[src/rtl/spi_gap_pkg.sv]
package spi_gap_pkg;

    typedef enum logic [1:0] {
        ST_IDLE  = 2'd0,
        ST_SHIFT = 2'd1,
        ST_GAP   = 2'd2
    } spi_state_t;

    // serial-clock periods spent arming the wait counter on top of the programmed gap
    localparam int GAP_SETUP = 3;

endpackage

[src/rtl/spi_gap_fifo.sv]
module spi_gap_fifo #(
    parameter int W     = 8,
    parameter int DEPTH = 64
) (
    input  logic         clk,
    input  logic         rst_n,
    input  logic         push,
    input  logic [W-1:0] push_data,
    input  logic         pop,
    output logic [W-1:0] head,
    output logic         full,
    output logic         empty
);
    localparam int AW = (DEPTH > 1) ? $clog2(DEPTH) : 1;
    localparam int CW = $clog2(DEPTH + 1);

    logic [W-1:0]  mem [DEPTH];
    logic [AW-1:0] wr_ptr_q, rd_ptr_q;
    logic [CW-1:0] count_q;
    logic          do_push, do_pop;

    assign full    = (count_q == CW'(DEPTH));
    assign empty   = (count_q == '0);
    assign do_push = push && !full;
    assign do_pop  = pop && !empty;
    assign head    = mem[rd_ptr_q];

    function automatic logic [AW-1:0] bump(input logic [AW-1:0] p);
        return (p == AW'(DEPTH - 1)) ? '0 : p + AW'(1);
    endfunction

    always_ff @(posedge clk) begin
        if (do_push) mem[wr_ptr_q] <= push_data;
    end

    always_ff @(posedge clk) begin
        if (!rst_n) begin
            wr_ptr_q <= '0;
            rd_ptr_q <= '0;
            count_q  <= '0;
        end else begin
            if (do_push) wr_ptr_q <= bump(wr_ptr_q);
            if (do_pop)  rd_ptr_q <= bump(rd_ptr_q);
            unique case ({do_push, do_pop})
                2'b10:   count_q <= count_q + CW'(1);
                2'b01:   count_q <= count_q - CW'(1);
                default: count_q <= count_q;
            endcase
        end
    end

    AST_PUSH_MAKES_NONEMPTY: assert property (@(posedge clk) disable iff (!rst_n)
        (push && !full) |=> !empty);
    AST_NO_OVERFLOW: assert property (@(posedge clk) disable iff (!rst_n)
        (full && push && !pop) |=> full);

endmodule

[src/rtl/spi_gap_timer.sv]
module spi_gap_timer #(
    parameter int CW = 18
) (
    input  logic          clk,
    input  logic          rst_n,
    input  logic          load,
    input  logic [CW-1:0] load_val,
    input  logic          tick,
    output logic          expire
);
    logic [CW-1:0] cnt_q;

    assign expire = tick && (cnt_q == CW'(1));

    always_ff @(posedge clk) begin
        if (!rst_n) begin
            cnt_q <= '0;
        end else if (load) begin
            cnt_q <= load_val;
        end else if (tick && (cnt_q != '0)) begin
            cnt_q <= cnt_q - CW'(1);
        end
    end

    // smallest legal arm value: (1 + setup 3) periods = 8 half-period ticks
    AST_TMR_MIN_ARM: assert property (@(posedge clk) disable iff (!rst_n)
        load |-> (load_val >= CW'(8)));
    AST_TMR_ARM_EVEN: assert property (@(posedge clk) disable iff (!rst_n)
        load |-> (load_val[0] == 1'b0));

endmodule

[src/rtl/spi_gap_master.sv]
module spi_gap_master
    import spi_gap_pkg::*;
#(
    parameter int DATA_W     = 8,
    parameter int FIFO_DEPTH = 64,
    parameter int LEN_W      = 7,
    parameter int GAP_W      = 16
) (
    input  logic              clk,
    input  logic              rst_n,
    input  logic              tx_wr_en,
    input  logic [DATA_W-1:0] tx_wr_data,
    output logic              tx_full,
    input  logic              rx_rd_en,
    output logic [DATA_W-1:0] rx_rd_data,
    output logic              rx_empty,
    input  logic              start,
    input  logic [LEN_W-1:0]  burst_len,
    input  logic [GAP_W-1:0]  gap_cfg,
    input  logic              sclk_tick,
    output logic              sclk,
    output logic              mosi,
    output logic              cs_n,
    input  logic              miso,
    output logic              busy,
    output logic              done,
    output logic              len_err
);
    localparam int BIT_W = $clog2(DATA_W);
    localparam int TMR_W = GAP_W + 2;

    spi_state_t          state_q, state_d;
    logic [DATA_W-1:0]   sh_q, rx_sh_q;
    logic [BIT_W-1:0]    bit_q;
    logic [LEN_W-1:0]    left_q;
    logic [GAP_W-1:0]    gap_q;

    logic                len_ok, accept, reject;
    logic                rise, fall, word_end, last_word, gap_zero;
    logic                tx_pop, tx_empty, rx_push, rx_full;
    logic [DATA_W-1:0]   tx_head, rx_push_data;
    logic                tmr_load, tmr_expire;
    logic [TMR_W-1:0]    tmr_val;

    // ---------------- request decode ----------------
    assign len_ok    = (burst_len != '0) && (int'(burst_len) <= FIFO_DEPTH);
    assign accept    = start && (state_q == ST_IDLE) && len_ok;
    assign reject    = start && (state_q == ST_IDLE) && !len_ok;

    // ---------------- serial timing decode ----------------
    assign rise      = sclk_tick && (state_q == ST_SHIFT) && !sclk;
    assign fall      = sclk_tick && (state_q == ST_SHIFT) && sclk;
    assign word_end  = fall && (bit_q == BIT_W'(DATA_W - 1));
    assign last_word = (left_q == LEN_W'(1));
    assign gap_zero  = (gap_q == '0);

    assign tx_pop    = accept
                     | (word_end && !last_word && gap_zero)
                     | ((state_q == ST_GAP) && tmr_expire);
    assign tmr_load  = word_end && !last_word && !gap_zero;
    assign tmr_val   = (TMR_W'(gap_q) + TMR_W'(GAP_SETUP)) << 1;

    assign rx_push      = rise && (bit_q == BIT_W'(DATA_W - 1));
    assign rx_push_data = {rx_sh_q[DATA_W-2:0], miso};

    assign mosi = sh_q[DATA_W-1];
    assign busy = (state_q != ST_IDLE);

    // ---------------- storage and gap timer ----------------
    spi_gap_fifo #(.W(DATA_W), .DEPTH(FIFO_DEPTH)) u_tx_fifo (
        .clk(clk), .rst_n(rst_n),
        .push(tx_wr_en), .push_data(tx_wr_data),
        .pop(tx_pop), .head(tx_head),
        .full(tx_full), .empty(tx_empty)
    );

    spi_gap_fifo #(.W(DATA_W), .DEPTH(FIFO_DEPTH)) u_rx_fifo (
        .clk(clk), .rst_n(rst_n),
        .push(rx_push), .push_data(rx_push_data),
        .pop(rx_rd_en), .head(rx_rd_data),
        .full(rx_full), .empty(rx_empty)
    );

    spi_gap_timer #(.CW(TMR_W)) u_gap_timer (
        .clk(clk), .rst_n(rst_n),
        .load(tmr_load), .load_val(tmr_val),
        .tick(sclk_tick), .expire(tmr_expire)
    );

    // ---------------- state register ----------------
    always_ff @(posedge clk) begin
        if (!rst_n) state_q <= ST_IDLE;
        else        state_q <= state_d;
    end

    // ---------------- next state ----------------
    always_comb begin
        state_d = state_q;
        unique case (state_q)
            ST_IDLE: begin
                if (accept) state_d = ST_SHIFT;
            end
            ST_SHIFT: begin
                if (word_end) begin
                    if (last_word)     state_d = ST_IDLE;
                    else if (gap_zero) state_d = ST_SHIFT;
                    else               state_d = ST_GAP;
                end
            end
            ST_GAP: begin
                if (tmr_expire) state_d = ST_SHIFT;
            end
            default: state_d = ST_IDLE;
        endcase
    end

    // ---------------- outputs and datapath ----------------
    always_ff @(posedge clk) begin
        if (!rst_n) begin
            sclk    <= 1'b0;
            cs_n    <= 1'b1;
            sh_q    <= '0;
            rx_sh_q <= '0;
            bit_q   <= '0;
            left_q  <= '0;
            gap_q   <= '0;
            done    <= 1'b0;
            len_err <= 1'b0;
        end else begin
            done    <= 1'b0;
            len_err <= reject;
            if (accept) begin
                cs_n   <= 1'b0;
                sh_q   <= tx_head;
                bit_q  <= '0;
                left_q <= burst_len;
                gap_q  <= gap_cfg;
            end
            if (rise) begin
                sclk    <= 1'b1;
                rx_sh_q <= rx_push_data;
            end
            if (fall) begin
                sclk <= 1'b0;
                if (!word_end) begin
                    sh_q  <= sh_q << 1;
                    bit_q <= bit_q + BIT_W'(1);
                end else begin
                    bit_q  <= '0;
                    left_q <= left_q - LEN_W'(1);
                    if (last_word) begin
                        cs_n <= 1'b1;
                        done <= 1'b1;
                    end else if (gap_zero) begin
                        sh_q <= tx_head;
                    end
                end
            end
            if ((state_q == ST_GAP) && tmr_expire) begin
                sh_q <= tx_head;
            end
        end
    end

    // ---------------- assertions ----------------
    AST_SCLK_IDLE_DESELECTED: assert property (@(posedge clk) disable iff (!rst_n)
        cs_n |-> !sclk);
    AST_GAP_LINES_QUIET: assert property (@(posedge clk) disable iff (!rst_n)
        (state_q == ST_GAP) |-> (!sclk && !cs_n));
    AST_MOSI_HOLD_HIGH: assert property (@(posedge clk) disable iff (!rst_n)
        sclk |-> $stable(mosi));
    AST_DONE_ONE_CYCLE: assert property (@(posedge clk) disable iff (!rst_n)
        done |=> !done);
    AST_BUSY_DROPS_WITH_DONE: assert property (@(posedge clk) disable iff (!rst_n)
        done |-> (!busy && $past(busy)));
    AST_REJECT_STAYS_IDLE: assert property (@(posedge clk) disable iff (!rst_n)
        len_err |-> (!busy && cs_n));
    AST_START_IGNORED_BUSY: assert property (@(posedge clk) disable iff (!rst_n)
        (busy && start) |=> !len_err);

endmodule

[config.mk]
export PLATFORM = sky130hd
export DESIGN_NAME = spi_gap_master
export DESIGN_NICKNAME = d
export VERILOG_FILES = /design/src/rtl/spi_gap_pkg.sv /design/src/rtl/spi_gap_fifo.sv /design/src/rtl/spi_gap_timer.sv /design/src/rtl/spi_gap_master.sv
export SDC_FILE = /design/constraint.sdc
export NUM_CORES = 1
export LEC_CHECK = 0
export BUFFER_PORTS_ARGS = -buffer_cell sky130_fd_sc_hd__buf_4
export CAP_MARGIN = 20
export CORE_ASPECT_RATIO = 0.8
export CORE_MARGIN = 8
export CORE_UTILIZATION = 50
export DETAILED_ROUTE_END_ITERATION = 7
export PLACE_DENSITY = 0.77
export SLEW_MARGIN = 10
export SYNTH_ARGS = -nofsm -noshare
export SYNTH_HDL_FRONTEND = slang
export SYNTH_SLANG_ARGS = --single-unit
export TNS_END_PERCENT = 30
[constraint.sdc]
create_clock -name clk -period 4.7 [get_ports clk]
set_input_delay 0.47 -clock clk [delete_from_list [all_inputs] [get_ports clk]]
set_output_delay 0.47 -clock clk [all_outputs]
set_load 0.1 [all_outputs]
* After elaboration in Yosys (flattened, before gate mapping)
Memory sizes are Yosys's and may differ from the RTL's. A register that Yosys moved wholly into a read port is not among the register bits. Cells that the tools add are included.
Storage, ports and cells: register bits 103, memory bits (writable) 1024, input bits 38, output and inout port bits 16, memories 2
Cells by class: add/sub/neg operators 12, order comparisons 1, equal/unequal tests 18, mux-type cells 39, bitwise gates (word level) 3, reductions and logical operators 42
Memories:
- u_rx_fifo.mem | depth 64, bits a word 8, rd ports 1, clocked after Yosys merged registers in 1, wr ports 1, RTL line spi_gap_fifo.sv:17 | logic [W-1:0] mem [DEPTH];
- u_tx_fifo.mem | depth 64, bits a word 8, rd ports 1, clocked after Yosys merged registers in 1, wr ports 1, RTL line spi_gap_fifo.sv:17
Operator list (count):
- 6-bit two-way mux | 8
- 8-bit two-way mux | 6
- 18-bit two-way mux | 2
- 7-bit case mux with 2 select lines | 2
- 6-bit by 1-bit adder with 6-bit output, second input constant | 4
- 6-bit == test, second input constant | 4
- 7-bit two-way mux | 3
- 7-bit by 1-bit subtractor with 7-bit output, second input constant | 3
- 1-bit logical AND | 19
- 18-bit by 1-bit == test with 1-bit output, second input constant | 1
- 18-bit nonzero test | 1
- 18-bit by 1-bit subtractor with 18-bit output, second input constant | 1
- 16-bit by 2-bit adder with 17-bit output, second input constant | 1
- 16-bit logical NOT | 1
- 7-bit by 1-bit adder with 7-bit output, second input constant | 2
- 7-bit == test, second input constant | 2
- 7-bit logical NOT | 2
- 2-bit two-way mux | 5
- 2-bit nonzero test | 5
- 1-bit two-way mux | 9
- 3-bit two-way mux | 3
- 1-bit logical NOT | 8
- 7-bit by 1-bit == test with 1-bit output, second input constant | 1
- 7-bit less-or-equal comparator, second input constant | 1
- 12 further kinds | 21

* Depth between registers and ports, before layout
Gate-level depths: netlist of the first run.
word-level depth 11, gate-level depth with buffers 19

* Cells and area by module
Synthesis of the first run repeated with hierarchy kept, for this count alone.
Unflattened totals: cells, all modules 2620, area total of the unflattened synthesis 46193.1 um^2
Modules (own cells, without submodules):
- spi_gap_fifo at u_rx_fifo | times used 1, cells each 1079, area each 21227.9 um^2, sequential area each 15875.2 um^2
- spi_gap_fifo at u_tx_fifo | times used 1, cells each 1057, area each 21202.8 um^2, sequential area each 15875.2 um^2
- spi_gap_master | times used 1, cells each 348, area each 2641.3 um^2, sequential area each 940.9 um^2
- spi_gap_timer | times used 1, cells each 136, area each 1121.1 um^2, sequential area each 360.3 um^2

* Worst setup path after synthesis of the first run
Ideal clock, no wire load.
path kind input-to-reg, start input port burst_len[0], end register u_tx_fifo.count_q[6], library setup time 0.115 ns, data arrival time 4.182 ns, data required time 4.585 ns, path slack 0.403 ns, stages 17, path buffers 1, path through or4_1 o31ai_1 nand3_1 and2_1 a21o_1 inv_1 ha_1 buf_1 xor2_1 ha_1 a21oi_1 and3b_1 a221oi_1 nand4bb_1 a31oi_1 xor2_1 and2_1
Between the ends: word-level cells in the longest chain between the ends 8
RTL lines:
- start, declared | RTL line spi_gap_master.sv:18 | input logic [LEN_W-1:0] burst_len,
- 7-bit less-or-equal comparator or 7-bit nonzero test (tied branches) | RTL line spi_gap_master.sv:46 | assign len_ok = (burst_len != '0) && (int'(burst_len) <= FIFO_DEPTH);
- 1-bit logical AND * | RTL line spi_gap_master.sv:46
- 1-bit logical AND * | RTL line spi_gap_master.sv:47 | assign accept = start && (state_q == ST_IDLE) && len_ok;
- 1-bit bitwise OR * | RTL line spi_gap_master.sv:58 | | (word_end && !last_word && gap_zero)
- 1-bit bitwise OR * | RTL line spi_gap_master.sv:59 | | ((state_q == ST_GAP) && tmr_expire);
- 1-bit logical AND * | RTL line spi_gap_fifo.sv:25 | assign do_pop = pop && !empty;
- 2-bit by 1-bit == test with 1-bit output or 2-bit == test (tied branches) | RTL line spi_gap_fifo.sv:44 | unique case ({do_push, do_pop})
- 7-bit case mux with 2 select lines or 2-bit nonzero test (tied branches)
- end signal, assigned | RTL line spi_gap_fifo.sv:45 | 2'b10: count_q <= count_q + CW'(1);
- end signal, assigned | RTL line spi_gap_fifo.sv:46 | 2'b01: count_q <= count_q - CW'(1);
- end signal, assigned | RTL line spi_gap_fifo.sv:47 | default: count_q <= count_q;
- end, declared | RTL line spi_gap_fifo.sv:19 | logic [CW-1:0] count_q;
Every way passes the cells marked *; elsewhere a longest branch is shown, timed or not. A chain may end at the register's enable or synchronous reset.

* Worst setup path after layout of the first run
start register u_gap_timer.cnt_q[9], end register u_tx_fifo.count_q[4]
Between the ends: word-level cells in the longest chain between the ends 7
RTL lines:
- start, declared | RTL line spi_gap_timer.sv:11 | logic [CW-1:0] cnt_q;
- start signal, assigned | RTL line spi_gap_timer.sv:19 | cnt_q <= load_val;
- start signal, assigned | RTL line spi_gap_timer.sv:21 | cnt_q <= cnt_q - CW'(1);
- 18-bit by 1-bit == test with 1-bit output * | RTL line spi_gap_timer.sv:13 | assign expire = tick && (cnt_q == CW'(1));
- 1-bit logical AND * | RTL line spi_gap_timer.sv:13
- 1-bit logical AND * | RTL line spi_gap_master.sv:59
- 1-bit bitwise OR * | RTL line spi_gap_master.sv:59
- 1-bit logical AND * | RTL line spi_gap_fifo.sv:25
- 2-bit by 1-bit == test with 1-bit output or 2-bit == test (tied branches) | RTL line spi_gap_fifo.sv:44
- 7-bit case mux with 2 select lines or 2-bit nonzero test (tied branches)
Marked as above.

==> flow_summary.json, run 1 <==
{
  "outcome": "finished clean",
  "slowest_stage": "or4b_1",
  "met3_length_um": 10100,
  "drtIter0Drc": 2733,
  "wl_met1_um": 40400,
  "root_buffer": "clkbuf_16",
  "setup_slack_ps": 335,
  "place_congestion": 0.816,
  "syn-instance-count": 2409,
  "pin_count": 54,
  "tns_ps": 0,
  "critPathMaxStageDelay_ps": 600,
  "fin_util": 0.564,
  "setup_viol": 0,
  "clock-sinks": 1139,
  "dpl_worst_slack_ps": 155,
  "htreeDepth": 3,
  "required_ps": 5280,
  "arrival_ps": 4940,
  "cp_max_fo": 8,
  "drtAntennaViolNets": 0,
  "dr.pass1.iters": 6,
  "insertion_delay_ps": 690,
  "worst_slew_pin_slew_ps": 1140,
  "synthAdderAreaFrac": 0.00623,
  "crit_type": "register to register",
  "cts_setup_buffers": 0,
  "max_clock_freq_mhz": 229,
  "fill_cells": 6368,
  "port_buffers": 53,
  "chipWidth_um": 353,
  "drc": 0,
  "start_kind": "register",
  "wl_met2_um": 46000,
  "synth_seq_cells": 1139,
  "holdBufCountCts": 0,
  "synth_top_family_by_area": "multiplexers",
  "nets": 2532,
  "layout-drive-gt1-share": 0.226,
  "r2r_setup_slack_ps": 330,
  "hpwl_um": 59500,
  "area_growth_syn_to_layout_pct": 11.5,
  "synth_compound_area_frac": 0.0306,
  "grt_pass1_vias": 23300,
  "yosysUniqueCellTypes": 66,
  "cts_made_buffers": 104,
  "ir_drop_mv": 0.339,
  "critPathTopFamily": "simple AND/OR/NAND/NOR gates",
  "critPathCaptureType": "register",
  "p_leak_nw": 15.3,
  "hp-class": "input port to register",
  "synth-simple-area-share": 0.0527,
  "cap_violations": 0,
  "path_buf_inv": 1,
  "crit_chain": "nor4_2 -> nand4_2 -> or4b_1 -> and2_1 -> a21o_1 -> inv_1 -> ha_1 -> xor2_1 -> ha_1 -> a21oi_1 -> and3b_1 -> a221oi_1 -> xor2_1 -> or3_1 -> a21boi_0",
  "antenna_found_initial": 3,
  "syn_avg_cell_area_um2": 18.8,
  "yosysWarnings": 0,
  "post-route-min-period_ps": 4370,
  "totalWireLength_um": 98700,
  "drv_slew": 0,
  "synthXorXnorAreaFrac": 0.0102,
  "grt_usage": 0.192,
  "fp.dieH_um": 285,
  "cts_buffer_depth": 3,
  "clkSlewWorstSetupHoldPaths_ps": 60,
  "power.total_mw": 20.3,
  "synthMuxAreaShare": 0.159,
  "via_count": 23400,
  "powerDensity_nw_per_um2": 402,
  "rows": 98,
  "cts_resized": 0,
  "seq_area_frac_synth": 0.729,
  "vias_per_cell": 6.23,
  "clock_skew_ps": 39.6,
  "cts_tree": "built",
  "syn_nets": 2469,
  "grt_pass1_wl_um": 148000,
  "async_flop_share": 0,
  "finalHoldViolCount": 0,
  "synth_edf_count": 1024,
  "dieArea_um2": 101000,
  "core_um2": 89600,
  "fin_hold_ws_ps": 79.1,
  "timing.max_slew.rel_slack": 0.241,
  "rsz0062_at_grt": "no",
  "grt_max_degree": 103,
  "finalCritPeriodShare": 0.929,
  "start_util": 0.506,
  "syn_area_um2": 45400,
  "wl_per_cell_um": 26.3,
  "synth_ff_type": "edfxtp_1",
  "dr.max_layer_used": "met5",
  "overflow": 0
}
[report_power, final]
| part | leakage (nW) | switching, mW | internal, mW | total, mW |
|---|---|---|---|---|
| sequential | 10.2 | 0.0820 | 11.0 | 11.1 |
| combinational | 3.47 | 0.431 | 0.348 | 0.779 |
| clock | 1.67 | 3.65 | 4.81 | 8.46 |
[layer usage]
layer  GRT usage  vias up
met5           0        -
met4      0.0496        2
met3      0.0474      159
met2       0.293     1239
met1       0.278    12200
li1            -     9857
[cell families after synthesis]
family,Yosys count
AND/OR/NAND/NOR,499
XOR/XNOR,53
multiplexers,332
flip-flops,1139
buffers and inverters,150
adder cells (fa/ha/maj),22
AO/OA/AOI/OAI,214
[synth_stat cells, types with 25 or more instances]
| cell | instances | area [um2] |
|---|---|---|
| a21boi_0 | 34 | 255 |
| a21oi_1 | 48 | 240 |
| and2_1 | 25 | 156 |
| buf_1 | 31 | 116 |
| clkbuf_1 | 83 | 312 |
| dfxtp_1 | 115 | 2300 |
| edfxtp_1 | 1024 | 30700 |
| mux4_2 | 309 | 6960 |
| nand2_1 | 135 | 507 |
| nor2_1 | 176 | 661 |
| nor2b_1 | 31 | 194 |
| o21ai_0 | 47 | 235 |
| xnor2_1 | 34 | 298 |
[worst register-to-register path: cells and delay by family (launching register included)]
family          cells  cell delay [ps]
flops               1              350
simple gates        6             2000
buf+inv             1              180
compound gates      4             1110
xor+xnor            2              230
fa+ha+maj           2              420
[layout by cell type, fill, tap and decap left out, types with 19 or more instances in the layout]
master | synthesis | final
edfxtp_1 | 1024 | 1024
mux4_2 | 309 | 309
nor2_1 | 176 | 176
nand2_1 | 135 | 135
clkbuf_16 | 0 | 105
dfxtp_1 | 115 | 101
buf_4 | 0 | 78
a21oi_1 | 48 | 48
o21ai_0 | 47 | 47
a21boi_0 | 34 | 34
xnor2_1 | 34 | 34
clkbuf_1 | 83 | 34
nor2b_1 | 31 | 31
and2_1 | 25 | 25
nand3_1 | 24 | 24
ha_1 | 21 | 21
clkinv_2 | 0 | 21
inv_1 | 20 | 20
xor2_1 | 19 | 19
[per-stage QoR]
stage                     std cells  cell area [um2]
after global placement         3566            47100
after CTS                      3759            50500
after detailed placement       3566            47100
after floorplan                2409            45400
after global routing           3759            50500
final                          3760            50600
[path summary, 6_finish.rpt]
kind,cells after the start,to,startpoint
worst min-delay path,3,left_q[3],burst_len[3]
worst min register to register,2,bit_q[2],bit_q[2]
worst max-delay path,15,u_tx_fifo.count_q[4],u_gap_timer.cnt_q[9]
worst max register to register,15,u_tx_fifo.count_q[4],u_gap_timer.cnt_q[9]
[state kept, by name, indices dropped and copies added, names as in the netlist, 6 cells and up, named ones only]
register,flops
rx_sh_q,7
u_tx_fifo.wr_ptr_q,6
u_rx_fifo.mem,512
u_rx_fifo.rd_ptr_q,6
u_rx_fifo.count_q,7
sh_q,8
u_rx_fifo.wr_ptr_q,6
u_tx_fifo.count_q,7
left_q,7
gap_q,16
u_gap_timer.cnt_q,18
u_tx_fifo.rd_ptr_q,6
u_tx_fifo.mem,512
[cell type report]
cell class                      instances  area, um2  area share
Inverter                               21       78.8     0.00156
Clock buffer                          147       2860      0.0565
Antenna cell                            1       2.50   0.0000495
Multi-Input combinational cell       1120      11700       0.232
Clock inverter                         46        546      0.0108
Timing Repair Buffer                   86        746      0.0148
Sequential cell                      1139      33100       0.655
Tap cell                             1200       1500      0.0297
(Power assumes the default switching activity.)
==> run 2, diff against run 1 <==
==> constraint.sdc (replaced) <==
create_clock -name clk -period 5.1 [get_ports clk]
set_input_delay 0.51 -clock clk [delete_from_list [all_inputs] [get_ports clk]]
set_output_delay 0.51 -clock clk [all_outputs]
set_load 0.1 [all_outputs]
==> flow_summary.json, run 2 (synthesis gave the netlist of run 1 again) <==
{
  "post-route-min-period_ps": 4470,
  "drtIter0Drc": 2813,
  "finalHoldViolCount": 0,
  "place_congestion": 0.813,
  "rsz0062_at_grt": "no",
  "timing.max_slew.rel_slack": 0.320,
  "cp_max_fo": 15,
  "chipWidth_um": 353,
  "internal-power_mw": 15.1,
  "crit_chain": "ha_1 -> ha_1 -> clkinv_1 -> nor2_1 -> buf_4 -> nand3_1 -> a21o_1 -> inv_1 -> ha_1 -> buf_4 -> xor2_1 -> ha_1 -> a21oi_1 -> and3b_1 -> a221oi_1 -> xor2_1 -> or3_1 -> a21boi_0",
  "dr.pass1.iters": 6,
  "path_buf_inv": 4,
  "rows": 98,
  "drc": 0,
  "wl_per_cell_um": 26.2,
  "dpl_worst_slack_ps": 385,
  "antenna_found_initial": 0,
  "finalCritPeriodShare": 0.876,
  "max_clock_freq_mhz": 224,
  "nets": 2527,
  "grt_max_degree": 103,
  "required_ps": 5700,
  "area_growth_syn_to_layout_pct": 11.7,
  "fp.dieH_um": 285,
  "slowest_stage": "a221oi_1",
  "core_um2": 89600,
  "start_util": 0.506,
  "power.switching_mw": 3.86,
  "hp-class": "input port to register",
  "fill_cells": 6350,
  "critPathCaptureType": "register",
  "crit_type": "register to register",
  "outcome": "finished clean",
  "critPathTopFamily": "compound AO/OA/AOI/OAI gates",
  "comb_power_share": 0.038,
  "clock_power_share": 0.423,
  "vias_per_cell": 6.23,
  "arrival_ps": 5060,
  "start_kind": "register",
  "tns_ps": 0,
  "overflow": 0,
  "cts_made_buffers": 105,
  "layout_common_cells": "1024 x edfxtp_1, 309 x mux4_2, 176 x nor2_1, 135 x nand2_1, 106 x clkbuf_16",
  "cts_setup_buffers": 0,
  "finalNonFillerCells": 3752,
  "powerDensity_nw_per_um2": 374,
  "clock-sinks": 1139,
  "clock_skew_ps": 34.8,
  "power_frac_seq": 0.539,
  "pin_count": 54,
  "insertion_delay_ps": 690,
  "swShare": 0.204,
  "antenna_cells": 0,
  "totalWireLength_um": 98300,
  "port_buffers": 53,
  "setup_viol": 0,
  "drtAntennaViolNets": 0,
  "p_leak_nw": 15.3,
  "cts_resized": 0,
  "ir_drop_mv": 0.450,
  "grt_pass1_wl_um": 148000,
  "grt_usage": 0.190,
  "htreeDepth": 3,
  "critPathMaxStageDelay_ps": 410,
  "cts_buffer_depth": 3,
  "holdBufCountCts": 0,
  "dp_cells": 3560,
  "worst_slew_pin_slew_ps": 1020,
  "clkSlewWorstSetupHoldPaths_ps": 60,
  "via_count": 23400,
  "cap_violations": 0,
  "drv_slew": 0,
  "layout-drive-gt1-share": 0.225,
  "root_buffer": "clkbuf_16",
  "crit_top_cell": "ha_1",
  "fin_util": 0.565,
  "dieArea_um2": 101000,
  "cts_tree": "built",
  "final_common_cell": "edfxtp_1",
  "reg_top3": "u_rx_fifo.mem: 512 flops, u_tx_fifo.mem: 512 flops, u_gap_timer.cnt_q: 18 flops",
  "setup_slack_ps": 633,
  "power.total_mw": 18.9,
  "grt_pass1_vias": 23500,
  "hpwl_um": 59800
}
-- run 2: changes by cell type in the layout (fill, tap and decap cells not counted), sizes merged --
cell      change
buf           -6
clkbuf       -12
diode         -1
clkinv        +7
bufinv        +3
clkinvlp      +1
-- run 2: final timing paths --
check,start,endpoint,slack [ps],cells past startpoint
worst min register to register,rx_sh_q[3],u_rx_fifo.mem[14][4],470,0
worst max-delay path,bit_q[0],u_tx_fifo.count_q[4],630,18
worst max register to register,bit_q[0],u_tx_fifo.count_q[4],630,18
worst min-delay path,gap_cfg[15],gap_q[15],100,3
-- run 2: stage by stage --
step,cell area (um2),hold slack [ps]
final,50700,96.2
after global routing,50700,88.4
after CTS,50700,58.6
after detailed placement,47100,456
after global placement,47100,444
after floorplan,45400,459
-- run 2: power by group through the flow --
stage / combinational (mW) / clock [mW] / sequential (mW)
CTS: 0.722 / 8.10 / 10.2
finish: 0.718 / 8.02 / 10.2
detailed placement: 0.717 / 0 / 10.4
floorplan: 0.488 / 0 / 10.4
global route: 0.767 / 8.42 / 10.2
global placement: 0.696 / 0 / 10.4
-- run 2: cell type report --
| type | instances | area, um2 | share of cell area |
|---|---|---|---|
| clock buffers | 135 | 2850 | 0.0563 |
| multi-input cells | 1120 | 11700 | 0.231 |
| inverters | 21 | 78.8 | 0.00156 |
| flip-flops and latches | 1139 | 33100 | 0.653 |
| clock inverters | 57 | 707 | 0.0140 |
| repair buffers | 80 | 713 | 0.0141 |
| well taps | 1200 | 1500 | 0.0296 |
-- run 2: worst register-to-register path: stages (launching register included) --
cell and delay [ps]:
dfxtp_1 380, ha_1 190, ha_1 350, clkinv_1 350, nor2_1 180, buf_4 230
nand3_1 120, a21o_1 270, inv_1 170, ha_1 170, buf_4 200, xor2_1 90
ha_1 200, a21oi_1 220, and3b_1 210, a221oi_1 410, xor2_1 160, or3_1 320
a21boi_0 180
-- run 2: routing by layer --
| metal | vias to the layer above | track usage | wire, um |
|---|---|---|---|
| met3 | 158 | 0.0373 | 8930 |
| li1 | 9820 | - | - |
| met2 | 1235 | 0.297 | 46200 |
| met4 | 0 | 0.0460 | 2060 |
| met1 | 12100 | 0.280 | 41100 |
| met5 | - | 0 | 0 |
